$ cat src/rtl/dma_hs_pkg.sv
// Shared types for the byte DMA handshake engine.
// Assumes: nothing beyond a 3-bit state encoding.
package dma_hs_pkg;
    typedef enum logic [2:0] {
        ST_IDLE = 3'd0,  // waiting for the bus side to be ready
        ST_REQ  = 3'd1,  // request raised, waiting for acknowledge
        ST_XFER = 3'd2,  // acknowledge taken, waiting for strobe end
        ST_WAIT = 3'd3,  // held mode: host stretched, waiting for byte
        ST_HALT = 3'd4,  // held mode: mismatch, host stretched
        ST_STOP = 3'd5   // ended by EOP or per-byte mismatch
    } hs_state_t;
endpackage

$ cat src/rtl/dma_strobe_edge.sv
// Detects the falling end of a host read or write strobe and remembers
// whether the last strobe was a write, plus the data seen during it.
// Assumes: rd and wr are synchronous and never high together.
module dma_strobe_edge #(
    parameter int DW = 8
) (
    input  logic          clk,
    input  logic          rst_n,
    input  logic          rd_i,
    input  logic          wr_i,
    input  logic [DW-1:0] wdata_i,
    output logic          stb_end_o,
    output logic          last_wr_o,
    output logic [DW-1:0] wdata_q_o
);
    logic stb_q;

    // Register the strobe level, direction and write data.
    always_ff @(posedge clk) begin
        if (!rst_n) begin
            stb_q     <= 1'b0;
            last_wr_o <= 1'b0;
            wdata_q_o <= '0;
        end else begin
            stb_q <= rd_i | wr_i;
            if (rd_i | wr_i) last_wr_o <= wr_i;
            if (wr_i) wdata_q_o <= wdata_i;
        end
    end

    // Strobe end: it was active last cycle and is gone now.
    assign stb_end_o = stb_q & ~(rd_i | wr_i);
endmodule

$ cat src/rtl/dma_hold_reg.sv
// One-byte holding register, loaded on a completed write transfer.
// Assumes: commit_i is a single-cycle qualified pulse.
module dma_hold_reg #(
    parameter int DW = 8
) (
    input  logic          clk,
    input  logic          rst_n,
    input  logic          commit_i,
    input  logic [DW-1:0] data_i,
    output logic [DW-1:0] hold_o
);
    // Capture the byte when a write transfer completes.
    always_ff @(posedge clk) begin
        if (!rst_n)        hold_o <= '0;
        else if (commit_i) hold_o <= data_i;
    end
endmodule

$ cat src/rtl/dma_hs_fsm.sv
// Handshake sequencer: per-byte request or held-acknowledge pacing,
// with mismatch halt, EOP stop and enable abort.
// Assumes: synchronous active-high inputs; stb_end_i from the edge detector.
module dma_hs_fsm
    import dma_hs_pkg::*;
(
    input  logic clk,
    input  logic rst_n,
    input  logic dma_en_i,
    input  logic blk_mode_i,
    input  logic dack_i,
    input  logic eop_i,
    input  logic byte_rdy_i,
    input  logic phase_mis_i,
    input  logic stb_end_i,
    output logic byte_done_o,
    output logic drq_o,
    output logic ready_o,
    output logic irq_o,
    output logic xfer_o
);
    hs_state_t st, nxt;
    logic      eop_seen;
    logic      in_xfer_phase;
    logic      mis_hit;

    assign in_xfer_phase = (st == ST_REQ) || (st == ST_XFER) || (st == ST_WAIT);
    assign mis_hit       = dma_en_i && phase_mis_i && in_xfer_phase;

    // Next-state and byte-completion decode.
    always_comb begin
        nxt         = st;
        byte_done_o = 1'b0;
        if (!dma_en_i) begin
            nxt = ST_IDLE;
        end else if (mis_hit) begin
            nxt = blk_mode_i ? ST_HALT : ST_STOP;
        end else begin
            case (st)
                ST_IDLE: if (byte_rdy_i) nxt = ST_REQ;
                ST_REQ:  if (dack_i) nxt = ST_XFER;
                ST_XFER: begin
                    if (stb_end_i && dack_i) begin
                        byte_done_o = 1'b1;
                        if (eop_i || eop_seen) nxt = ST_STOP;
                        else if (blk_mode_i)   nxt = ST_WAIT;
                        else                   nxt = ST_IDLE;
                    end
                end
                ST_WAIT: begin
                    if (eop_i)           nxt = ST_STOP;
                    else if (byte_rdy_i) nxt = ST_XFER;
                end
                ST_HALT: if (eop_i) nxt = ST_STOP;
                default: nxt = st;
            endcase
        end
    end

    // State, EOP latch, interrupt latch and transfer pulse.
    always_ff @(posedge clk) begin
        if (!rst_n) begin
            st       <= ST_IDLE;
            eop_seen <= 1'b0;
            irq_o    <= 1'b0;
            xfer_o   <= 1'b0;
        end else begin
            st     <= nxt;
            xfer_o <= byte_done_o;
            if (!dma_en_i)                                      eop_seen <= 1'b0;
            else if (eop_i && (st == ST_REQ || st == ST_XFER))  eop_seen <= 1'b1;
            if (!dma_en_i)    irq_o <= 1'b0;
            else if (mis_hit) irq_o <= 1'b1;
        end
    end

    // Moore outputs decoded from the registered state.
    assign drq_o   = (st == ST_REQ);
    assign ready_o = !((st == ST_WAIT) || (st == ST_HALT));
endmodule

$ cat src/rtl/dma_hs_engine.sv
// Top of the byte DMA handshake engine: joins the strobe edge detector,
// the sequencer and the holding register.
// Assumes: all inputs synchronous to clk, active high.
module dma_hs_engine #(
    parameter int DW = 8
) (
    input  logic          clk,
    input  logic          rst_n,
    input  logic          dma_en_i,
    input  logic          blk_mode_i,
    input  logic          dack_i,
    input  logic          rd_i,
    input  logic          wr_i,
    input  logic          eop_i,
    input  logic          byte_rdy_i,
    input  logic          phase_mis_i,
    input  logic [DW-1:0] wdata_i,
    output logic          drq_o,
    output logic          ready_o,
    output logic          irq_o,
    output logic          xfer_o,
    output logic [DW-1:0] hold_o
);
    logic          stb_end;
    logic          last_wr;
    logic [DW-1:0] wdata_q;
    logic          byte_done;

    dma_strobe_edge #(.DW(DW)) u_edge (
        .clk       (clk),
        .rst_n     (rst_n),
        .rd_i      (rd_i),
        .wr_i      (wr_i),
        .wdata_i   (wdata_i),
        .stb_end_o (stb_end),
        .last_wr_o (last_wr),
        .wdata_q_o (wdata_q)
    );

    dma_hs_fsm u_fsm (
        .clk         (clk),
        .rst_n       (rst_n),
        .dma_en_i    (dma_en_i),
        .blk_mode_i  (blk_mode_i),
        .dack_i      (dack_i),
        .eop_i       (eop_i),
        .byte_rdy_i  (byte_rdy_i),
        .phase_mis_i (phase_mis_i),
        .stb_end_i   (stb_end),
        .byte_done_o (byte_done),
        .drq_o       (drq_o),
        .ready_o     (ready_o),
        .irq_o       (irq_o),
        .xfer_o      (xfer_o)
    );

    dma_hold_reg #(.DW(DW)) u_hold (
        .clk      (clk),
        .rst_n    (rst_n),
        .commit_i (byte_done & last_wr),
        .data_i   (wdata_q),
        .hold_o   (hold_o)
    );
endmodule

$ cat config.mk
export PLATFORM = sky130hd
export DESIGN_NAME = dma_hs_engine
export DESIGN_NICKNAME = d
export VERILOG_FILES = /design/src/rtl/dma_hs_pkg.sv /design/src/rtl/dma_strobe_edge.sv /design/src/rtl/dma_hold_reg.sv /design/src/rtl/dma_hs_fsm.sv /design/src/rtl/dma_hs_engine.sv
export SDC_FILE = /design/constraint.sdc
export NUM_CORES = 1
export LEC_CHECK = 0
export ABC_AREA = 1
export CAP_MARGIN = 0
export CORE_MARGIN = 4
export CORE_UTILIZATION = 51
export CTS_BUF_LIST = sky130_fd_sc_hd__clkbuf_16
export DETAILED_ROUTE_END_ITERATION = 7
export GPL_ROUTABILITY_DRIVEN = 0
export GPL_TIMING_DRIVEN = 0
export PLACE_DENSITY_LB_ADDON = 0.15
export SYNTH_ARGS = -nofsm -noshare
export SYNTH_HDL_FRONTEND = slang
export SYNTH_SLANG_ARGS = --single-unit
$ cat constraint.sdc
create_clock -name clk -period 3.3 [get_ports clk]
set_clock_uncertainty 0.2 [all_clocks]
set_input_delay 0.825 -clock clk [delete_from_list [all_inputs] [get_ports clk]]
set_output_delay 0.825 -clock clk [all_outputs]
set_load 0.05 [all_outputs]
; Yosys cells after proc, flatten, opt, wreduce, memory -nomap -nowiden
; Cells that the tools add are included.
[word_totals]
latch_bits = 0
mem_count = 0
mem_bits_ro = 0
register_bits = 24
ram_bits = 0
[op_classes]
n_mux = 15
shifts = 0
n_mul = 0
div = 0
add_sub_neg = 0
order_cmp = 0
reduce_logical = 13
eq_ne = 9
n_bitwise = 4
[ops]
columns = operator, count
row1 = $mux W3, 8
row2 = $pmux W3 S5, 1
row3 = $ne A3 B2 Y1 const B, 4
row4 = $eq A3 B2 Y1 const B, 2
row5 = $reduce_and A6 Y1, 1
row6 = $reduce_bool A6 Y1, 1
row7 = $mux W1, 5
row8 = $logic_and A1 B1 Y1, 4
row9 = $logic_or A1 B1 Y1, 4
row10 = $ne A4 B3 Y1 const B, 1
row11 = $eq A3 B1 Y1 const B, 1
row12 = $eq A3 B3 Y1 const B, 1
row13 = $logic_not A3 Y1, 1
row14 = $and A1 B1 Y1, 2
row15 = $mux W2, 1
row16 = $reduce_and A2 Y1, 1
row17 = $logic_not A1 Y1, 1
row18 = $not A1 Y1, 1
row19 = $or A1 B1 Y1, 1

; Logic depth before layout (Yosys ltp)
; Gate-level depths: netlist of the first run.
[depth]
depth_word = 9
depth_mapped = 10

; Modules after synthesis
; Synthesis of the first run repeated with hierarchy kept, for this count alone.
[hier_totals]
cells_unflattened = 174
area_unflattened_um2 = 1179.9
[modules_own_cells]
columns = mod, area_each_um2, cells_per_inst, instances, seq_area_each_um2
row1 = dma_hs_fsm, 466.7, 79, 1, 120.1
row2 = dma_hold_reg, 356.6, 51, 1, 160.2
row3 = dma_strobe_edge, 349.1, 42, 1, 200.2
row4 = dma_hs_engine, 7.5, 2, 1, 0.0

; Worst setup path after synthesis of the first run
; No wires, ideal clock.
[synth_timing]
path_type = reg2out
startpoint = register u_fsm.st[1]
endpoint = output ready_o
arrival_ps = 950
required_ps = 2275
path_stages_with_launch = 5
path_slack_ps = 1325
cell_sequence = dfxtp_1 > nor2_2 > nand2_1 > nand2_1 > inv_1
[synth_between]
elab_chain_len = 3
word_cells_on_any_way = 4
cone_classes = 2 x eq/ne / 2 x reduce/logical
[synth_rtl]
columns = item, line
row1 = from (decl), dma_hs_fsm.sv:22  ; hs_state_t st, nxt;
row2 = from (signal assigned), dma_hs_fsm.sv:68  ; st <= nxt;
row3 = $eq A3 B2 Y1 or $eq A3 B3 Y1 (tied branches), dma_hs_fsm.sv:79  ; assign ready_o = !((st == ST_WAIT) || (st == ST_HALT));
row4 = $logic_or A1 B1 Y1 *, dma_hs_fsm.sv:79
row5 = $logic_not A1 Y1 *, dma_hs_fsm.sv:79
row6 = to (decl), dma_hs_engine.sv:19  ; output logic ready_o,
; Mark *: on every way between the ends. The rest lies on a longest branch, timed or not.

; Worst setup path after layout of the first run
; Same ends and word-level chain as after synthesis.

==> results of run 1 <==
==> final timing paths <==
check | cells past startpoint | slack [ns] | to
hold / removal | 2 | 0.28 | u_fsm.irq_o$_SDFFE_PN0P_
setup / recovery | 5 | 0.41 | ready_o
setup reg to reg | 7 | 1.68 | u_hold.hold_o[1]$_SDFFE_PN0P_
hold reg to reg | 2 | 0.28 | u_fsm.irq_o$_SDFFE_PN0P_
==> cell type report <==
cell class                 instances  share of cell area, %
multi-input combinational        120                   35.3
sequential                        24                   31.1
timing repair buffer              28                   18.2
inverter                          27                   6.57
clock buffer                       3                   4.87
tap                               27                   2.19
buffer                             4                   1.54
clock inverter                     1                  0.243
==> sequential cells by signal (all words and copies together) (netlist names) <==
signal and count:
u_fsm.eop_seen 1, u_fsm.irq_o 1, u_fsm.st 3, u_hold.hold_o 8, u_edge.last_wr_o 1, u_edge.wdata_q_o 8, u_edge.stb_q 1, u_fsm.xfer_o 1
==> placed cells by master (no fill, tap or decap), drive strengths merged, types with 3 or more instances in the layout <==
cell type / Yosys / routed
a21oi: 3 / 3
clkbuf: 2 / 5
clkdlybuf4s50: 0 / 28
dfxtp: 24 / 24
inv: 27 / 27
nand2: 38 / 38
nand3: 9 / 9
nand4: 3 / 3
nor2: 53 / 53
o21ai: 8 / 8
o21bai: 3 / 3
==> logic make-up (layout without fill, tap and decap cells) <==
logic type / count (synthesis) / count (layout) / share of synthesized area, %
flops: 24 / 24 / 41.8
buf+inv: 31 / 63 / 10.9
simple gates: 104 / 104 / 39.3
compound gates: 16 / 16 / 8.05
==> stage by stage <==
| stage | total power (uW) | setup WS (ns) | std cells | hold slack (ns) |
|---|---|---|---|---|
| 6_report | 732 | 0.414 | 234 | 0.277 |
| 5_1_grt | 770 | 0.333 | 234 | 0.294 |
| 4_1_cts | 733 | 0.427 | 234 | 0.273 |
| 3_5_place_dp | 477 | 0.667 | 230 | 0.264 |
| 3_3_place_gp | 470 | 0.707 | 230 | 0.252 |
| 2_1_floorplan | 427 | 1.32 | 175 | 0.249 |
==> per-layer routing <==
metal	vias to the layer above	GRT usage, %	share of wire [%]
li1	603	-	-
met1	504	19.2	41
met2	29	34.1	51
met3	8	5.59	6.0
met4	0	10.4	2.4
met5	-	0	0
==> power groups by stage <==
| stage | Combinational [uW] | Clock (uW) | Sequential (uW) |
|---|---|---|---|
| finish | 154 | 259 | 318 |
| CTS | 155 | 261 | 317 |
| global placement | 147 | 0 | 323 |
| detailed placement | 153 | 0 | 324 |
| global route | 175 | 276 | 319 |
| floorplan | 104 | 0 | 322 |
==> critical path: stages, from the launching register on <==
cell and delay [ns]:
dfxtp_1 0.45, nor2_2 0.10, nand2_1 0.12, nand2_1 0.09
inv_1 0.06, clkdlybuf4s50_1 0.79
==> results.txt, run 1 <==
H-tree Lvls: 1
Finished Cell Area: 1540 sq um
Setup TNS Final: 0 ns
CP arrival: 1.86 ns
Peak VDD IR: 355 uV
crit path max fanout: 7
Slew @ Worst Pin: 0.509 ns
relative slew slack: 66.0%
clock tree buffer depth: 2
Avg Synthesized Cell Area: 6.57 sq um
num rows: 16
remaining global-route overflow: 0
routed wire length: 2770 um
Die Width: 55.5 um
DR pass1 iterations: 4
Sink Count: 24
LEAKAGE: 0.000751 uW
Pint: 528 uW
CTS clk-pin slew, worst paths: 0.06 ns
Critical Path End Type: output pin
Seq. cell area: 480 sq um
Setup Fix Bufs, Post-CTS: 0
post-synth top area share: 41.8%
Required @ worst endpoint: 2.27 ns
critical path class: reg2out
total track usage: 18.9%
synth cell count leaders: 50 x nor2_1, 38 x nand2_1, 24 x dfxtp_1, 24 x inv_1, 8 x o21ai_0
Via-to-Cell Ratio: 4.89
top cells by area, synth: dfxtp_1 42%, nor2_1 16%, nand2_1 12%
share of cells above drive strength 1: 7.25%
Period Utilization, post-route: 87.4%
largest area contributor in the netlist: dfxtp_1
sw power: 204 uW
Reg power frac: 43.5%
Core ar.: 2040 sq um
fillers: 166
Area Growth Syn to Fin: 34.2%
Nets: 226
largest net degree at the start of global routing: 14
full die area: 3080 sq um
drt drc: 0
initial antenna violation count: 0
status: completed
Setup-failing EPs final: 0
Hold Crit Start: u_fsm.irq_o$_SDFFE_PN0P_
antenna cells: 0
P per Cell Area: 474 nW/um^2
Die Ht: 55.5 um
count leader, synth: nor2_1
Port Buffers: 28
TritonCTS clock tree: yes
Max Slew Vio Count: 0
Ys Warns: 0
RSZ-0062 raised after global routing: no
mapped cell area: 1150 sq um
wire per inst: 11.8 um
Syn Nets: 193
HP Class: reg2reg
placed cell area: 1460 sq um
cts repair resizes: 0
initial core utilization: 56.3%
Comb pwr share: 21.1%
Unique masters post-synth: 20
vias post-DR: 1144
initial drt markers: 42
Critical R2R Launch: u_fsm.st[2]$_SDFFE_PN0P_
TritonCTS Buffers: 3
footprint of the multi-input gates: 544 sq um
dpl hpwl: 1950 um
CTS root buf: clkbuf_16
sequential fraction of the synthesis area: 41.8%
Util after Layout: 75.6%
Ports: 30
crit path launch: u_fsm.st[1]$_SDFFE_PN0P_
ys flop type: dfxtp_1
Max-Cap Viols: 0
Worst setup SP type: flop
CTS Hold Buffers Added: 0
FFs w/ async S/R, synth: 0%
Post-Synthesis Cells: 175
Post-DRT Antenna Nets: 0
register bit count reported by yosys: 24
number of global-route vias before repair: 1151
first-pass GRT wire length: 4690 um
Post-synth EDFFs: 0
max frequency: 347 MHz
Clk pwr share: 35.4%
final-report hold violation count: 0
Clock Latency Late Sink: 0.26 ns
sw frac: 27.8%
post-layout min period: 2.89 ns
No activity file was read; power rests on OpenSTA's default activity.
==> inputs of run 2 (changes only) <==
CORE_ASPECT_RATIO = 0.75   (was not set)
CORE_UTILIZATION = 40   (was 51)
==> run 2 against run 1 <==
  * Clock power fell by 3%
  * Core utilization down 18 points
  * Highest routed layer unchanged
  * Register-to-register slack better by 0.02 ns
  * Non-clock buffer count unchanged
==> results.txt, run 2 (synthesized netlist as in run 1, its figures left out) <==
status: completed
Critical-path top delay cell: clkdlybuf4s50_1
Die Width: 69.9 um (+26%)
DR pass1 iterations: 4 (unchanged)
CTS clk-pin slew, worst paths: 0.06 ns (about the same)
LEAKAGE: 0.000750 uW (-0.21%)
total track usage: 14.8% (-4.1 points)
vias post-DR: 1114 (-2.6%)
remaining global-route overflow: 0 (unchanged)
share of cells above drive strength 1: 7.28% (+0.035 points)
Die Ht: 54.4 um (-1.9%)
TritonCTS Buffers: 3 (unchanged)
relative slew slack: 66.1% (+0.14 points)
Ports: 30 (unchanged)
TritonCTS clock tree: yes
Required @ worst endpoint: 2.27 ns (about the same)
CTS Hold Buffers Added: 0 (unchanged)
largest net degree at the start of global routing: 13 (-1)
Worst path top cell family by delay: buffers and inverters
RSZ-0062 raised after global routing: no
Max Slew Vio Count: 0 (unchanged)
num rows: 16 (unchanged)
H-tree Lvls: 1 (unchanged)
first-pass GRT wire length: 4490 um (-4.4%)
Core ar.: 2680 sq um (+31%)
clock tree buffer depth: 2 (unchanged)
HP Class: reg2reg
Max-Cap Viols: 0 (unchanged)
crit path max fanout: 7 (unchanged)
fillers: 267 (+61%)
P per Cell Area: 468 nW/um^2 (-1.4%)
initial core utilization: 42.9% (-13 points)
Setup-failing EPs final: 0 (unchanged)
most frequent cells in the layout: 50 x nor2_1, 38 x nand2_1, 28 x clkdlybuf4s50_1
crit-path max cell delay: 0.80 ns (about the same)
CTS root buf: clkbuf_16
number of global-route vias before repair: 1052 (-8.6%)
final-report hold violation count: 0 (unchanged)
Setup Fix Bufs, Post-CTS: 0 (unchanged)
antenna cells: 0 (unchanged)
max frequency: 344 MHz (-0.75%)
Port Buffers: 28 (unchanged)
Area Growth Syn to Fin: 34.8%
initial antenna violation count: 0 (unchanged)
initial drt markers: 41 (-2.4%)
wire per inst: 10.9 um (-7.8%)
Sink Count: 24 (unchanged)
WP buf/inv: 2 (unchanged)
Worst setup SP type: flop
footprint of the multi-input gates: 544 sq um (unchanged)
Clock Latency Late Sink: 0.25 ns (about the same)
dpl cells: 239 (+3.9%)
Slew @ Worst Pin: 0.507 ns (-0.00204 ns)
post-layout min period: 2.91 ns (+0.0217 ns)
Nets: 226 (unchanged)
full die area: 3810 sq um (+24%)
most common cell after layout, fill and taps aside: nor2_1
cts repair resizes: 0 (unchanged)
dpl hpwl: 2040 um (+4.6%)
routed wire length: 2640 um (-4.7%)
Via-to-Cell Ratio: 4.60 (-5.8%)
CP Cell Sequence: nor2_2, nand2_1, nand2_1, inv_1, clkdlybuf4s50_1
Finished Layout Cells: 242 (+3.4%)
Critical Path End Type: output pin
Post-DRT Antenna Nets: 0 (unchanged)
Setup WS post-layout: 0.393 ns (-0.0217 ns)
drt drc: 0 (unchanged)
Period Utilization, post-route: 88.1% (+0.66 points)
Setup TNS Final: 0 ns (unchanged)
Seq. cell area: 480 sq um (unchanged)
Crit path top cell by count: nand2_1
critical path class: reg2out
post-place setup slack: 0.659 ns (-0.00802 ns)
CP arrival: 1.88 ns (+0.02 ns)
biggest regs: u_edge.wdata_q_o: 8 flops, u_hold.hold_o: 8 flops, u_fsm.st: 3 flops
Peak VDD IR: 282 uV (-20%)
## run 2: worst paths after layout
check                                    from                            end  slack, ns  depth (start not counted)
max reg2reg          u_fsm.st[1]$_SDFFE_PN0P_       u_fsm.st[0]$_SDFFE_PN0P_       1.70                          9
min reg2reg  u_edge.wdata_q_o[6]$_SDFFE_PN0P_  u_hold.hold_o[6]$_SDFFE_PN0P_       0.28                          2
max                  u_fsm.st[1]$_SDFFE_PN0P_                        ready_o       0.39                          5
min          u_edge.wdata_q_o[6]$_SDFFE_PN0P_  u_hold.hold_o[6]$_SDFFE_PN0P_       0.28                          2
## run 2: cell type report
type                            count  share of cell area [%]
Timing Repair Buffer               28                    18.1
Multi-Input combinational cell    120                    35.1
Tap cell                           36                    2.91
Buffer                              4                    1.53
Clock buffer                        3                    4.84
Sequential cell                    24                    31.0
Inverter                           27                    6.54
## run 2: power by group
part           leakage (uW)  total [uW]  switching [uW]  internal, uW
Combinational      0.000516         155            93.5          61.6
Clock             0.0000370         252            92.5           160
Sequential         0.000196         317            12.9           304
## run 2: metal layers
layer / vias to the layer above / global-route usage (%) / share of wire [%]
met3: 2 / 4.59 / 6.0
met2: 33 / 25.2 / 43
li1: 601 / - / -
met5: - / 0 / 0
met4: 0 / 3.82 / 0.27
met1: 478 / 18.5 / 51
## run 2: worst reg2reg max path, delay by kind of cell (launching register included)
kind          cells  cell delay (ns)
flops             1             0.47
simple gates      7             0.69
buf+inv           2             0.14
## run 2: through the flow
| step | power, uW | util [%] | hold slack, ns | area [sq um] |
|---|---|---|---|---|
| 2_1_floorplan | 427 | - | 0.249 | 1150 |
| 3_3_place_gp | 473 | 55.0 | 0.260 | 1480 |
| 3_5_place_dp | 477 | 55.0 | 0.269 | 1480 |
| 4_1_cts | 732 | 57.8 | 0.279 | 1550 |
| 5_1_grt | 768 | 57.8 | 0.304 | 1550 |
| 6_report | 725 | 57.8 | 0.279 | 1550 |
==> inputs of run 3 (changes only) <==
PLACE_DENSITY_LB_ADDON = 0.3   (was 0.15)
==> run 3 against run 2 <==
  * Sequential share of layout area shrank 0.075 points
  * Clock power grew 2%
  * Sequential power is essentially flat
  * Core utilization grew 0.14 points
  * Critical path type unchanged
  * Power grew 0.80%
  * Highest routed layer unchanged
==> results.txt, run 3 (synthesized netlist as in run 1, its figures left out) <==
dpl cells: 239 (unchanged)
Clock Latency Late Sink: 0.25 ns (about the same)
Critical-path top delay cell: clkdlybuf4s50_1
biggest regs: u_edge.wdata_q_o: 8 flops, u_hold.hold_o: 8 flops, u_fsm.st: 3 flops
Max-Cap Viols: 0 (unchanged)
Post-DRT Antenna Nets: 0 (unchanged)
Reg2Reg Capture Point: u_fsm.st[2]$_SDFFE_PN0P_
final-report hold violation count: 0 (unchanged)
Setup TNS Final: 0 ns (unchanged)
Nets: 226 (unchanged)
num rows: 16 (unchanged)
Setup WS post-layout: 0.458 ns (+0.0658 ns)
Sink Count: 24 (unchanged)
full die area: 3810 sq um (unchanged)
most common cell after layout, fill and taps aside: nor2_1
number of global-route vias before repair: 1038 (-1.3%)
crit-path max cell delay: 0.79 ns (about the same)
initial core utilization: 42.9% (unchanged)
largest net degree at the start of global routing: 14 (+1)
RSZ-0062 raised after global routing: no
first-pass GRT wire length: 4430 um (-1.2%)
Seq. cell area: 480 sq um (unchanged)
vias post-DR: 1113 (-0.090%)
CP arrival: 1.82 ns (-0.06 ns)
drt drc: 0 (unchanged)
wire per inst: 10.7 um (-2.2%)
Required @ worst endpoint: 2.27 ns (about the same)
Crit path top cell by count: nand2_1
Setup Fix Bufs, Post-CTS: 0 (unchanged)
cts repair resizes: 0 (unchanged)
most frequent cells in the layout: 50 x nor2_1, 38 x nand2_1, 28 x clkdlybuf4s50_1
Setup-failing EPs final: 0 (unchanged)
CTS root buf: clkbuf_16
Critical R2R Launch: u_fsm.st[1]$_SDFFE_PN0P_
dpl hpwl: 2020 um (-0.85%)
DR pass1 iterations: 4 (unchanged)
status: completed
Finished Layout Cells: 243 (+0.41%)
CTS Hold Buffers Added: 0 (unchanged)
critical path class: reg2out
initial drt markers: 41 (unchanged)
Die Ht: 54.4 um (unchanged)
Reg2Reg Setup Slack: 1.72 ns (+0.02 ns)
WP buf/inv: 2 (unchanged)
worst hold path depth: 2 (unchanged)
Ports: 30 (unchanged)
post-place setup slack: 0.664 ns (+0.00447 ns)
Worst path top cell family by delay: buffers and inverters
TritonCTS Buffers: 3 (unchanged)
Hold Crit Start: u_fsm.irq_o$_SDFFE_PN0P_
footprint of the multi-input gates: 544 sq um (unchanged)
hold-critical path endpoint: u_fsm.irq_o$_SDFFE_PN0P_
crit path max fanout: 7 (unchanged)
Slew @ Worst Pin: 0.499 ns (-0.00745 ns)
R2R depth: 9 (unchanged)
TritonCTS clock tree: yes
P per Cell Area: 470 nW/um^2 (+0.56%)
Die Width: 69.9 um (unchanged)
share of cells above drive strength 1: 7.25% (-0.035 points)
Port Buffers: 28 (unchanged)
routed wire length: 2590 um (-1.8%)
H-tree Lvls: 1 (unchanged)
Via-to-Cell Ratio: 4.58 (-0.50%)
Area Growth Syn to Fin: 35.1%
post-layout min period: 2.84 ns (-0.0658 ns)
HP Class: reg2reg
remaining global-route overflow: 0 (unchanged)
fillers: 254 (-4.9%)
relative slew slack: 66.6% (+0.50 points)
clock tree buffer depth: 2 (unchanged)
Max Slew Vio Count: 0 (unchanged)
CP Cell Sequence: nor2_2, nand2_1, nand2_1, inv_1, clkdlybuf4s50_1
max frequency: 352 MHz (+2.3%)
total track usage: 14.9% (+0.12 points)
initial antenna violation count: 0 (unchanged)
Period Utilization, post-route: 86.1% (-2.0 points)
CTS clk-pin slew, worst paths: 0.06 ns (about the same)
Worst setup SP type: flop
Peak VDD IR: 377 uV (+34%)
LEAKAGE: 0.000751 uW (+0.21%)
antenna cells: 0 (unchanged)
Critical Path End Type: output pin
Core ar.: 2680 sq um (unchanged)
[run 3: changes by cell type in the layout (fill, tap and decap cells not counted)]
| cell | previous run | this run |
|---|---|---|
| clkinv_1 | 0 | 1 |
[run 3: per-layer routing]
layer  vias to the layer above  track usage, %  share of wire [%]
li1                        598               -                  -
met1                       488            18.0                 48
met2                        23            25.4                 45
met3                         4            5.14                5.2
met4                         0            4.78                1.1
met5                         -               0                  0
[run 3: how the worst max path moves through the flow]
stage | from | end | slack [ns] | cells past startpoint
floorplan | u_fsm.st[1]$_SDFFE_PN0P_ | ready_o | 1.32 | 4
global placement | wr_i | u_hold.hold_o[2]$_SDFFE_PN0P_ | 0.69 | 10
detailed placement | wr_i | u_hold.hold_o[5]$_SDFFE_PN0P_ | 0.66 | 10
CTS | u_fsm.st[1]$_SDFFE_PN0P_ | ready_o | 0.46 | 5
global route | u_fsm.st[1]$_SDFFE_PN0P_ | ready_o | 0.34 | 5
finish | u_fsm.st[1]$_SDFFE_PN0P_ | ready_o | 0.46 | 5
[run 3: worst reg2reg max path, delay by kind of cell, from the launching register on]
family / cells / cell delay (ns)
buffers and inverters: 2 / 0.14
DFF: 1 / 0.44
and+or+nand+nor: 7 / 0.69
[run 3: power by group]
| part | leakage (uW) | switching, uW | internal [uW] |
|---|---|---|---|
| sequential | 0.000196 | 12.5 | 304 |
| clock | 0.0000385 | 96.5 | 162 |
| combinational | 0.000516 | 93.9 | 61.7 |
[run 3: final cells by class]
class | count | share of cell area, %
Inverter | 27 | 6.52
Clock buffer | 3 | 4.83
Buffer | 4 | 1.53
Sequential cell | 24 | 30.9
Tap cell | 36 | 2.90
Timing Repair Buffer | 28 | 18.0
Multi-Input combinational cell | 120 | 35.0
Clock inverter | 1 | 0.242
[run 3: through the flow]
stage               total power [uW]  cell area [sq um]  utilization (%)  hold slack (ns)
floorplan                        427               1150                -            0.249
detailed placement               477               1480             55.0            0.273
global route                     769               1550             57.9            0.312
global placement                 472               1480             55.0            0.257
CTS                              736               1550             57.9            0.283
finish                           731               1550             57.9            0.277
